## src/rtl/i2c_mt_pkg.sv

```systemverilog
package i2c_mt_pkg;
  localparam int BYTE_W   = 8;
  localparam int ADDR_W   = 3;
  localparam int MIN_HALF = 4;

  localparam logic [ADDR_W-1:0] A_MODE = 3'd0;
  localparam logic [ADDR_W-1:0] A_BUS  = 3'd1;
  localparam logic [ADDR_W-1:0] A_STAT = 3'd2;
  localparam logic [ADDR_W-1:0] A_DATA = 3'd3;
  localparam logic [ADDR_W-1:0] A_DIV  = 3'd4;

  typedef enum logic [3:0] {
    S_IDLE, S_STA1, S_STA2, S_HOLD, S_BLO, S_BHI, S_STP1, S_STP2, S_STP3
  } eng_state_t;

  // clock half-period in system cycles, with a lower bound
  function automatic int unsigned half_cycles(input int unsigned div);
    return (div < MIN_HALF) ? MIN_HALF : div;
  endfunction
endpackage

```

## src/rtl/i2c_mt_busmon.sv

```systemverilog
module i2c_mt_busmon #(
  parameter int SYNC = 2
) (
  input  logic clk,
  input  logic rst_n,
  input  logic scl_in,
  input  logic sda_in,
  output logic sda_s,
  output logic ev_start,
  output logic ev_stop,
  output logic bus_busy
);
  logic [SYNC-1:0] scl_sr, sda_sr;
  logic scl_s, scl_p, sda_p;

  always_ff @(posedge clk or negedge rst_n) begin
    if (!rst_n) begin
      scl_sr <= '1;
      sda_sr <= '1;
      scl_p  <= 1'b1;
      sda_p  <= 1'b1;
    end else begin
      scl_sr <= {scl_sr[SYNC-2:0], scl_in};
      sda_sr <= {sda_sr[SYNC-2:0], sda_in};
      scl_p  <= scl_s;
      sda_p  <= sda_s;
    end
  end

  assign scl_s    = scl_sr[SYNC-1];
  assign sda_s    = sda_sr[SYNC-1];
  assign ev_start = scl_s & scl_p & sda_p & ~sda_s;
  assign ev_stop  = scl_s & scl_p & ~sda_p & sda_s;

  always_ff @(posedge clk or negedge rst_n) begin
    if (!rst_n)        bus_busy <= 1'b0;
    else if (ev_start) bus_busy <= 1'b1;
    else if (ev_stop)  bus_busy <= 1'b0;
  end

  // busy follows observed line conditions
  a_r10_busy_on_start: assert property (@(posedge clk) disable iff (!rst_n)
    ev_start |=> bus_busy);
  a_r10_idle_on_stop: assert property (@(posedge clk) disable iff (!rst_n)
    ev_stop |=> !bus_busy);
endmodule

```

## src/rtl/i2c_mt_engine.sv

```systemverilog
module i2c_mt_engine
  import i2c_mt_pkg::*;
#(
  parameter int DIV_W = 8
) (
  input  logic              clk,
  input  logic              rst_n,
  input  logic [DIV_W-1:0]  div,
  input  logic              start_req,
  input  logic              stop_req,
  input  logic              dr_full,
  input  logic [BYTE_W-1:0] dr_data,
  output logic              scl_oe,
  output logic              sda_oe,
  output logic              start_ack,
  output logic              stop_ack,
  output logic              ev_load,
  output logic              ev_byte_done,
  output logic              idle
);
  localparam int CW = $clog2(BYTE_W + 1);
  localparam logic [CW-1:0] LAST = CW'(BYTE_W);

  eng_state_t        state;
  logic [DIV_W-1:0]  cnt, reload;
  logic [BYTE_W-1:0] sh;
  logic [CW-1:0]     bitcnt;
  logic              sda_drv;
  logic              tick;
  logic              in_data_high;

  assign reload = DIV_W'(half_cycles(32'(div)) - 1);
  assign tick   = (cnt == '0);

  assign idle         = (state == S_IDLE);
  assign start_ack    = (state == S_IDLE) && start_req;
  assign ev_load      = (state == S_HOLD) && dr_full;
  assign stop_ack     = (state == S_HOLD) && !dr_full && stop_req;
  assign ev_byte_done = (state == S_BHI) && tick && (bitcnt == LAST);
  assign in_data_high = (state == S_BHI);

  always_comb begin
    scl_oe = 1'b0;
    sda_oe = 1'b0;
    unique case (state)
      S_STA1:        sda_oe = 1'b1;
      S_STA2:        begin scl_oe = 1'b1; sda_oe = 1'b1; end
      S_HOLD:        scl_oe = 1'b1;
      S_BLO:         begin scl_oe = 1'b1; sda_oe = sda_drv; end
      S_BHI:         sda_oe = sda_drv;
      S_STP1:        begin scl_oe = 1'b1; sda_oe = 1'b1; end
      S_STP2:        sda_oe = 1'b1;
      default:       ;
    endcase
  end

  always_ff @(posedge clk or negedge rst_n) begin
    if (!rst_n) begin
      state   <= S_IDLE;
      cnt     <= '0;
      sh      <= '0;
      bitcnt  <= '0;
      sda_drv <= 1'b0;
    end else begin
      unique case (state)
        S_IDLE: if (start_req) begin state <= S_STA1; cnt <= reload; end
        S_STA1: if (tick) begin state <= S_STA2; cnt <= reload; end
                else cnt <= cnt - 1'b1;
        S_STA2: if (tick) state <= S_HOLD;
                else cnt <= cnt - 1'b1;
        S_HOLD: begin
          if (dr_full) begin
            sh     <= dr_data;
            bitcnt <= '0;
            state  <= S_BLO;
            cnt    <= reload;
          end else if (stop_req) begin
            state <= S_STP1;
            cnt   <= reload;
          end
        end
        S_BLO: begin
          // data changes one cycle after SCL has gone low
          sda_drv <= (bitcnt == LAST) ? 1'b0 : ~sh[BYTE_W-1];
          if (tick) begin state <= S_BHI; cnt <= reload; end
          else cnt <= cnt - 1'b1;
        end
        S_BHI: begin
          if (tick) begin
            if (bitcnt == LAST) state <= S_HOLD;
            else begin
              sh     <= sh << 1;
              bitcnt <= bitcnt + 1'b1;
              state  <= S_BLO;
              cnt    <= reload;
            end
          end else cnt <= cnt - 1'b1;
        end
        S_STP1: if (tick) begin state <= S_STP2; cnt <= reload; end
                else cnt <= cnt - 1'b1;
        S_STP2: if (tick) begin state <= S_STP3; cnt <= reload; end
                else cnt <= cnt - 1'b1;
        S_STP3: if (tick) state <= S_IDLE;
                else cnt <= cnt - 1'b1;
        default: state <= S_IDLE;
      endcase
    end
  end

  // SDA steady while SCL is released during a data bit
  a_r3_sda_steady_high: assert property (@(posedge clk) disable iff (!rst_n)
    (in_data_high && $past(in_data_high)) |-> $stable(sda_oe));
  // start sequence only entered from idle on a request
  a_r1_start_from_request: assert property (@(posedge clk) disable iff (!rst_n)
    (state == S_STA1 && $past(state) != S_STA1) |-> $past(state == S_IDLE && start_req));
  // stop only after a finished byte with a stop pending
  a_r7_stop_from_hold: assert property (@(posedge clk) disable iff (!rst_n)
    (state == S_STP1 && $past(state) != S_STP1) |-> $past(state == S_HOLD && stop_req));
endmodule

```

## src/rtl/i2c_mt_regs.sv

```systemverilog
module i2c_mt_regs
  import i2c_mt_pkg::*;
#(
  parameter int               DIV_W     = 8,
  parameter logic [DIV_W-1:0] DIV_RESET = 4
) (
  input  logic              clk,
  input  logic              rst_n,
  input  logic              wr_en,
  input  logic [ADDR_W-1:0] addr,
  input  logic [BYTE_W-1:0] wr_data,
  output logic [BYTE_W-1:0] rd_data,
  input  logic              bus_busy,
  input  logic              ev_stop,
  input  logic              sda_s,
  input  logic              eng_idle,
  input  logic              start_ack,
  input  logic              stop_ack,
  input  logic              ev_load,
  input  logic              ev_byte_done,
  output logic [DIV_W-1:0]  div,
  output logic              start_req,
  output logic              stop_req,
  output logic              dr_full,
  output logic [BYTE_W-1:0] dr_data
);
  logic mode_master, mode_xmit;
  logic tx_empty, tx_end, stop_seen, ack_bit;
  logic wr_mode, wr_bus, wr_stat, wr_data_reg, wr_div;
  logic mt_mode, start_ok, stop_ok;

  assign wr_mode     = wr_en && (addr == A_MODE);
  assign wr_bus      = wr_en && (addr == A_BUS);
  assign wr_stat     = wr_en && (addr == A_STAT);
  assign wr_data_reg = wr_en && (addr == A_DATA);
  assign wr_div      = wr_en && (addr == A_DIV);
  assign mt_mode     = mode_master && mode_xmit;
  assign start_ok    = wr_bus && (wr_data[1:0] == 2'b10) && mt_mode &&
                       !bus_busy && eng_idle && !start_req;
  assign stop_ok     = wr_bus && (wr_data[1:0] == 2'b00) && mt_mode && bus_busy;

  always_ff @(posedge clk or negedge rst_n) begin
    if (!rst_n) begin
      mode_master <= 1'b0;
      mode_xmit   <= 1'b0;
      div         <= DIV_RESET;
      start_req   <= 1'b0;
      stop_req    <= 1'b0;
      dr_full     <= 1'b0;
      dr_data     <= '0;
      tx_empty    <= 1'b0;
      tx_end      <= 1'b0;
      stop_seen   <= 1'b0;
      ack_bit     <= 1'b0;
    end else begin
      if (wr_mode) begin
        mode_master <= wr_data[1];
        mode_xmit   <= wr_data[0];
      end
      if (wr_div) div <= wr_data[DIV_W-1:0];

      if (start_ok)       start_req <= 1'b1;
      else if (start_ack) start_req <= 1'b0;
      if (stop_ok)        stop_req  <= 1'b1;
      else if (stop_ack)  stop_req  <= 1'b0;

      // flag clears first, hardware sets take priority
      if (wr_stat) begin
        if (!wr_data[0]) tx_empty  <= 1'b0;
        if (!wr_data[1]) tx_end    <= 1'b0;
        if (!wr_data[2]) stop_seen <= 1'b0;
      end

      if (wr_data_reg) begin
        dr_data  <= wr_data;
        dr_full  <= 1'b1;
        tx_empty <= 1'b0;
      end else if (ev_load) begin
        dr_full  <= 1'b0;
        tx_empty <= 1'b1;
      end

      if (ev_byte_done) begin
        ack_bit <= sda_s;
        if (!dr_full) tx_end <= 1'b1;
      end
      if (ev_stop) stop_seen <= 1'b1;
    end
  end

  always_comb begin
    unique case (addr)
      A_MODE:  rd_data = {6'b0, mode_master, mode_xmit};
      A_BUS:   rd_data = {6'b0, bus_busy, 1'b0};
      A_STAT:  rd_data = {4'b0, ack_bit, stop_seen, tx_end, tx_empty};
      A_DATA:  rd_data = dr_data;
      A_DIV:   rd_data = BYTE_W'(div);
      default: rd_data = '0;
    endcase
  end

  // a start is only latched for an idle bus in master transmit mode
  a_r1_start_needs_idle: assert property (@(posedge clk) disable iff (!rst_n)
    $rose(start_req) |-> $past(!bus_busy && mt_mode));
  // transfer end only rises when no byte was waiting
  a_r5_end_needs_empty: assert property (@(posedge clk) disable iff (!rst_n)
    $rose(tx_end) |-> $past(!dr_full));
  // a copy into the shifter raises data empty
  a_r4_load_sets_empty: assert property (@(posedge clk) disable iff (!rst_n)
    (ev_load && !wr_data_reg) |=> tx_empty);
  // writing 1 to a flag leaves it as it was
  a_r8_write_one_keeps: assert property (@(posedge clk) disable iff (!rst_n)
    (wr_stat && wr_data[1] && !ev_byte_done) |=> (tx_end == $past(tx_end)));
endmodule

```

## src/rtl/i2c_master_tx.sv

```systemverilog
module i2c_master_tx
  import i2c_mt_pkg::*;
#(
  parameter int               DIV_W     = 8,
  parameter logic [DIV_W-1:0] DIV_RESET = 4,
  parameter int               SYNC      = 2
) (
  input  logic              clk,
  input  logic              rst_n,
  input  logic              wr_en,
  input  logic [ADDR_W-1:0] addr,
  input  logic [BYTE_W-1:0] wr_data,
  output logic [BYTE_W-1:0] rd_data,
  input  logic              scl_in,
  input  logic              sda_in,
  output logic              scl_oe,
  output logic              sda_oe
);
  logic              sda_s, ev_start, ev_stop, bus_busy;
  logic [DIV_W-1:0]  div;
  logic              start_req, stop_req, dr_full;
  logic [BYTE_W-1:0] dr_data;
  logic              start_ack, stop_ack, ev_load, ev_byte_done, eng_idle;

  i2c_mt_busmon #(.SYNC(SYNC)) u_mon (
    .clk(clk), .rst_n(rst_n), .scl_in(scl_in), .sda_in(sda_in),
    .sda_s(sda_s), .ev_start(ev_start), .ev_stop(ev_stop), .bus_busy(bus_busy)
  );

  i2c_mt_regs #(.DIV_W(DIV_W), .DIV_RESET(DIV_RESET)) u_regs (
    .clk(clk), .rst_n(rst_n), .wr_en(wr_en), .addr(addr), .wr_data(wr_data),
    .rd_data(rd_data), .bus_busy(bus_busy), .ev_stop(ev_stop), .sda_s(sda_s),
    .eng_idle(eng_idle), .start_ack(start_ack), .stop_ack(stop_ack),
    .ev_load(ev_load), .ev_byte_done(ev_byte_done), .div(div),
    .start_req(start_req), .stop_req(stop_req), .dr_full(dr_full), .dr_data(dr_data)
  );

  i2c_mt_engine #(.DIV_W(DIV_W)) u_eng (
    .clk(clk), .rst_n(rst_n), .div(div), .start_req(start_req),
    .stop_req(stop_req), .dr_full(dr_full), .dr_data(dr_data),
    .scl_oe(scl_oe), .sda_oe(sda_oe), .start_ack(start_ack), .stop_ack(stop_ack),
    .ev_load(ev_load), .ev_byte_done(ev_byte_done), .idle(eng_idle)
  );

  // lines released while no transfer is in progress after reset
  a_r11_released_idle: assert property (@(posedge clk) disable iff (!rst_n)
    (eng_idle && !start_req && $past(eng_idle)) |-> (!scl_oe && !sda_oe));
endmodule

```

## config.mk

```make
export PLATFORM = sky130hd
export DESIGN_NAME = i2c_master_tx
export DESIGN_NICKNAME = d
export VERILOG_FILES = /design/src/rtl/i2c_mt_pkg.sv /design/src/rtl/i2c_mt_busmon.sv /design/src/rtl/i2c_mt_engine.sv /design/src/rtl/i2c_mt_regs.sv /design/src/rtl/i2c_master_tx.sv
export SDC_FILE = /design/constraint.sdc
export NUM_CORES = 1
export LEC_CHECK = 0
export ABC_AREA = 1
export BUFFER_PORTS_ARGS = -buffer_cell sky130_fd_sc_hd__clkbuf_2
export CORE_MARGIN = 5
export CORE_UTILIZATION = 50
export DETAILED_ROUTE_END_ITERATION = 16
export PLACE_DENSITY = 0.81
export SYNTH_ARGS = -nofsm -noshare
export SYNTH_HDL_FRONTEND = slang
export SYNTH_SLANG_ARGS = --single-unit
```

## constraint.sdc

```tcl
create_clock -name clk -period 1.6 [get_ports clk]
set_input_delay 0.24 -clock clk [delete_from_list [all_inputs] [get_ports clk]]
set_output_delay 0.24 -clock clk [all_outputs]
set_load 0.02 [all_outputs]
```

# After elaboration in Yosys (flattened, before gate mapping)
# Index checks and enable logic that the tools add are counted.
# op_classes
add_sub_neg,3
n_lt_le_gt_ge,1
eq_ne,29
mux,52
bitwise,8
reduce_logical,45
# ops
op,n
$mux 8,11
$pmux 8 s5,2
$mux 4,13
$pmux 4 s9,1
$mux 1,21
$logic_and 1x1->1,20
$eq 4x3->1 const B,4
$ne 2x1->1 const B,8
$pmux 8 s2,1
$sub 8x1->8 const B,2
$reduce_bool 2->1,6
$reduce_or 4->1,3
$reduce_and 9->1,1
$eq 4x2->1 const B,2
$eq 4x4->1 const B,2
$logic_not 8->1,1
$lt 8x3->1 const B,1
$ne 2x2->1 const B,4
$pmux 4 s2,1
$eq 3x2->1 const B,2
$ne 3x3->1 const B,2
$and 1x1->1,5
$reduce_and 5->1,1
$reduce_bool 5->1,1
other kinds (17),23
# word_totals
register_bits,57
input_bits,16
output_inout_bits,10
wordCells,159

# Logic depth before layout (Yosys ltp)
# logic_depth
word_depth,8
depth_mapped,12

# Hierarchy
# From an unflattened synthesis, not the netlist that was laid out.
# hier_totals
hier_cells,419
area_unflattened_um2,3268.1
# modules_own_cells
mod,n_inst,cells_per_inst,area_each_um2,seq_area_each_um2
i2c_mt_engine,1,265,1796.7,625.6
i2c_mt_regs,1,137,1247.4,626.9
i2c_mt_busmon,1,17,224.0,182.7

# Least setup slack after synthesis
# Ideal clock, no wire load.
# synth_timing
path_type,reg2reg
from,register u_eng.cnt[0]
to,register u_eng.bitcnt[0]
setup_ns,0.122
arrival_time_ns,1.501
required_time_ns,1.478
path_slack_ns,-0.023
stages_incl_launch_ff,11
synth_period_minus_slack_ns,1.623
path_cell_list,dfrtp_1 > inv_1 > ha_1 > nand3_1 > nor2_8 > inv_2 > o21ai_4 > nand2_4 > inv_4 > buf_6 > o21ai_1
# synth_via
elab_chain_cells,3
# synth_rtl
item,line_no,text
from (decl),i2c_mt_engine.sv:25,"logic [DIV_W-1:0] cnt, reload;"
from (signal assigned),i2c_mt_engine.sv:68,else cnt <= cnt - 1'b1;
from (signal assigned),i2c_mt_engine.sv:70,else cnt <= cnt - 1'b1;
from (signal assigned),i2c_mt_engine.sv:76,cnt <= reload;
$logic_not 8->1,i2c_mt_engine.sv:33,assign tick = (cnt == '0);
$ne 2x1->1 (no line),--,
$reduce_and 4->1 (no line),--,
to (signal assigned),i2c_mt_engine.sv:93,bitcnt <= bitcnt + 1'b1;
to (decl),i2c_mt_engine.sv:27,logic [CW-1:0] bitcnt;
# No other way between the ends.
# A chain may end at the register's enable or synchronous reset.

# Final worst setup path
# layout_timing
from,register u_eng.state[3]
to,output port sda_oe
# layout_via
elab_chain_cells,3
# layout_rtl
item,line_no,text
from (decl),i2c_mt_engine.sv:24,eng_state_t state;
from (signal assigned),i2c_mt_engine.sv:59,state <= S_IDLE;
from (signal assigned),i2c_mt_engine.sv:66,S_IDLE: if (start_req) begin state <= S_STA1; cnt <= reload; end
from (signal assigned),i2c_mt_engine.sv:67,S_STA1: if (tick) begin state <= S_STA2; cnt <= reload; end
$eq 4x1->1 (tied with other cells),i2c_mt_engine.sv:45,unique case (state)
$reduce_or 4->1 (no line) or $reduce_or 2->1 (tied branches),--,
$pmux 1 s2 (*),i2c_mt_engine.sv:45,
to (decl),i2c_master_tx.sv:17,output logic sda_oe
# Mark *: on every way between the ends. The rest lies on a longest branch, timed or not.

==> metrics <==
die height=89.5 µm; clock sink count=57; ant diodes=0; max-cap viol count=0; NumNets Final=524; Total GRT Usage=0.218; cts bufs inserted=9; antenna-violating nets left=0; critical path endpoint category=output pin; drt drc=0; slowest stage delay, CP=0.47 ns; CP required=1.36 ns; CP most frequent cell=nand2_1; reg2reg path depth=10; routed via count=3205; CP startpoint kind=flip-flop; FMAX=613 MHz; TritonRoute pass-1 iters=6; Final Hold Fails=0; register bit total from synthesis=57; Starting Density=0.506; vias in the first global route=2982; arrival time worst endpoint=1.39 ns; Tmin final=1.63 ns; status=complete, but fails checks; IO buf count=25; Place WS=-0.0217 ns; Worst-Skew Late Latency=0.34 ns; Seq/Total Area, Yosys=0.454; leakage=0.00211 µW; Final period util=1.02; Worst Hold Endpoint=u_regs.div[3]$_DFFE_PN0P_; CTS clk-pin slew, worst paths=0.07 ns; initial antenna violation count=0; grt ovf=0; RSZ-0062 raised after global routing=true; crit-path cells=inv_2, nand2_1, o21a_1, nand2_1, buf_6; Max-slew headroom=0.670; CTS tree=done; H-Tree Depth=3; Mapped Cells=419; hold path cells=3; post-layout util=0.680; die span in x=89.5 µm; Mapped Avg Cell Area=7.54 µm²; first-pass GRT wire length=13500 µm; ratio of cells with drive above 1 in the final layout=0.335; final setup violating endpoints=2; HPWL Detailed=5670 µm; Site Rows=29; largest net degree at the start of global routing=58; worst hold-check path type=in -> reg; wire per inst=15.0 µm; Final Max Slew Viols=0; clk root buf=clkbuf_8; critical path type=reg -> out; GPL Wtd Cong=0.874; Area Growth Syn to Fin=34.4%; Slowest cell on crit path=dfrtp_2; Mapped Area=3160 µm²; hold wc startpoint=wr_data[3]; DR iter-0 viols=203; Avg Vias per Cell=5.48; failing checks=negative setup slack; Worst-Margin Slew=0.493 ns; FILL cells=474; fin area=4250 µm²; r2r setup slk=0 ns; clock skew=0.0123 ns; syn_nets=440; Placed Area=3560 µm²; core footprint=6240 µm²; die footprint=8010 µm²; RR Endpoint=u_eng.cnt[5]$_DFFE_PN0P_; post-synth cell types=38; Worst R2R Start=u_eng.state[2]$_DFFE_PN0P_; Final Routed Wirelength=8780 µm; maximum VDD drop=1.04 mV; Ys Warns=0; Critical Path Fanout Max=4; Clock Tree Buf Depth=2; io pins=26; pwr/cell area=1810 nW/µm²; final worst slack=-0.0303 ns
## power by group
group / internal, µW / switching, µW
Combinational: 1770 / 2420
Sequential: 1870 / 350
Clock: 713 / 558
Total: 4360 / 3330
## cell type report
type,count,area [µm²],area share
flip-flops and latches,57,1440,0.339
clock inverters,4,45.0,0.0106
repair buffers,76,573,0.135
inverters,60,245,0.0577
well taps,77,96.3,0.0227
clock buffers,12,135,0.0318
multi-input cells,298,1700,0.401
repair inverters,1,6.26,0.00147
## cell families (layout without fill, tap and decap cells)
group           Yosys count  after routing  synth area share
simple gates            209            210             0.292
compound gates           78             78             0.139
fa+ha+maj                 5              5            0.0198
xor+xnor                  5              5            0.0139
buf+inv                  65            153            0.0819
flops                    57             57             0.454
## cells in the final DEF (no fill, tap or decap), types with 4 or more instances in the layout
cell type | synthesis | layout
o211ai_1 | 5 | 5
nand2_2 | 5 | 10
inv_4 | 1 | 4
dfrtp_2 | 0 | 5
nand3_1 | 31 | 24
nor2_2 | 5 | 11
clkbuf_8 | 0 | 10
inv_1 | 51 | 44
dfstp_2 | 7 | 7
clkbuf_2 | 0 | 19
nand4_1 | 4 | 4
buf_4 | 1 | 44
xor2_1 | 4 | 4
nand3_2 | 2 | 7
dfrtp_1 | 50 | 45
o21ai_0 | 46 | 41
nand2_1 | 121 | 112
o21ai_1 | 7 | 10
a21oi_1 | 11 | 8
inv_2 | 7 | 10
nor2_1 | 31 | 20
nor2_4 | 1 | 6
nand2_4 | 2 | 6
buf_6 | 1 | 7
## synth_stat cells
library cell | count | share of area
a21oi_1 | 11 | 0.017
a21oi_2 | 1 | 0.0028
buf_2 | 1 | 0.0016
buf_4 | 1 | 0.0024
buf_6 | 1 | 0.0036
clkbuf_1 | 2 | 0.0024
clkinv_1 | 1 | 0.0012
dfrtp_1 | 50 | 0.40
dfstp_2 | 7 | 0.058
ha_1 | 5 | 0.020
inv_1 | 51 | 0.061
inv_2 | 7 | 0.0083
inv_4 | 1 | 0.0020
nand2_1 | 121 | 0.14
nand2_2 | 5 | 0.0099
nand2_4 | 2 | 0.0071
nand3_1 | 31 | 0.049
nand3_2 | 2 | 0.0063
nand3b_1 | 1 | 0.0024
nand4_1 | 4 | 0.0079
nor2_1 | 31 | 0.037
nor2_2 | 5 | 0.0099
nor2_4 | 1 | 0.0036
nor2_8 | 1 | 0.0063
nor3_1 | 3 | 0.0047
nor4_1 | 1 | 0.0020
o211ai_1 | 5 | 0.012
o21a_1 | 1 | 0.0024
o21ai_0 | 46 | 0.073
o21ai_1 | 7 | 0.011
o21ai_2 | 1 | 0.0028
o21ai_4 | 1 | 0.0051
o22ai_1 | 2 | 0.0040
o311ai_0 | 1 | 0.0028
o41ai_1 | 2 | 0.0055
or2_0 | 1 | 0.0020
xnor2_1 | 1 | 0.0028
xor2_1 | 4 | 0.011
## metal layers
metal,global-route usage,up-vias,share of wire
li1,-,1521,-
met1,0.291,1547,0.42
met2,0.358,119,0.51
met3,0.0424,18,0.055
met4,0.0663,0,0.018
met5,0,-,0
## per-stage QoR
step | power, µW | hold slack (ns) | cells | setup TNS [ns]
5_1_grt | 8170 | 0.161 | 585 | -0.726
2_1_floorplan | 4170 | -0.0556 | 419 | 0
3_5_place_dp | 5170 | 0.273 | 542 | -0.0312
6_report | 7690 | 0.158 | 585 | -0.0315
3_3_place_gp | 5040 | 0.265 | 542 | 0
4_1_cts | 6740 | 0.155 | 568 | -0.0510
## worst max-delay path: cells and delay by family, from the launching register on
family / cells / cell delay, ns
DFF: 1 / 0.47
AOI/OAI and AO/OA: 1 / 0.21
buffers and inverters: 2 / 0.20
and+or+nand+nor: 2 / 0.18
## flip-flops by register name, indices dropped and copies added, names as in the netlist, 2 cells and up
name	cells
u_regs.div	8
u_regs.dr_data	8
u_eng.cnt	8
u_mon.scl_sr	2
u_eng.sh	8
u_eng.state	4
u_eng.bitcnt	4
u_mon.sda_sr	2
## how the worst max path moves through the flow
| stage | startpoint | to | cells after the start |
|---|---|---|---|
| after floorplan | u_eng.cnt[0]$_DFFE_PN0P_ | u_eng.bitcnt[0]$_DFFE_PN0P_ | 10 |
| after global placement | u_regs.div[2]$_DFFE_PN1P_ | u_eng.cnt[4]$_DFFE_PN0P_ | 12 |
| after detailed placement | u_eng.state[3]$_DFFE_PN0P_ | u_regs.start_req$_DFFE_PN0P_ | 4 |
| after CTS | u_eng.state[3]$_DFFE_PN0P_ | sda_oe | 5 |
| after global routing | u_eng.state[2]$_DFFE_PN0P_ | sda_oe | 6 |
| final | u_eng.state[3]$_DFFE_PN0P_ | sda_oe | 5 |
## what timing repair did
item	4_1_cts	5_1_grt
hold buffers	3	0
gates cloned	0	2
hold endpoints to repair	52	0
pin swaps	8	35
endpoints found under the setup margin	12	29
resized for setup	23	70
buffers inserted	7	15
No activity file was read; power rests on OpenSTA's default activity.
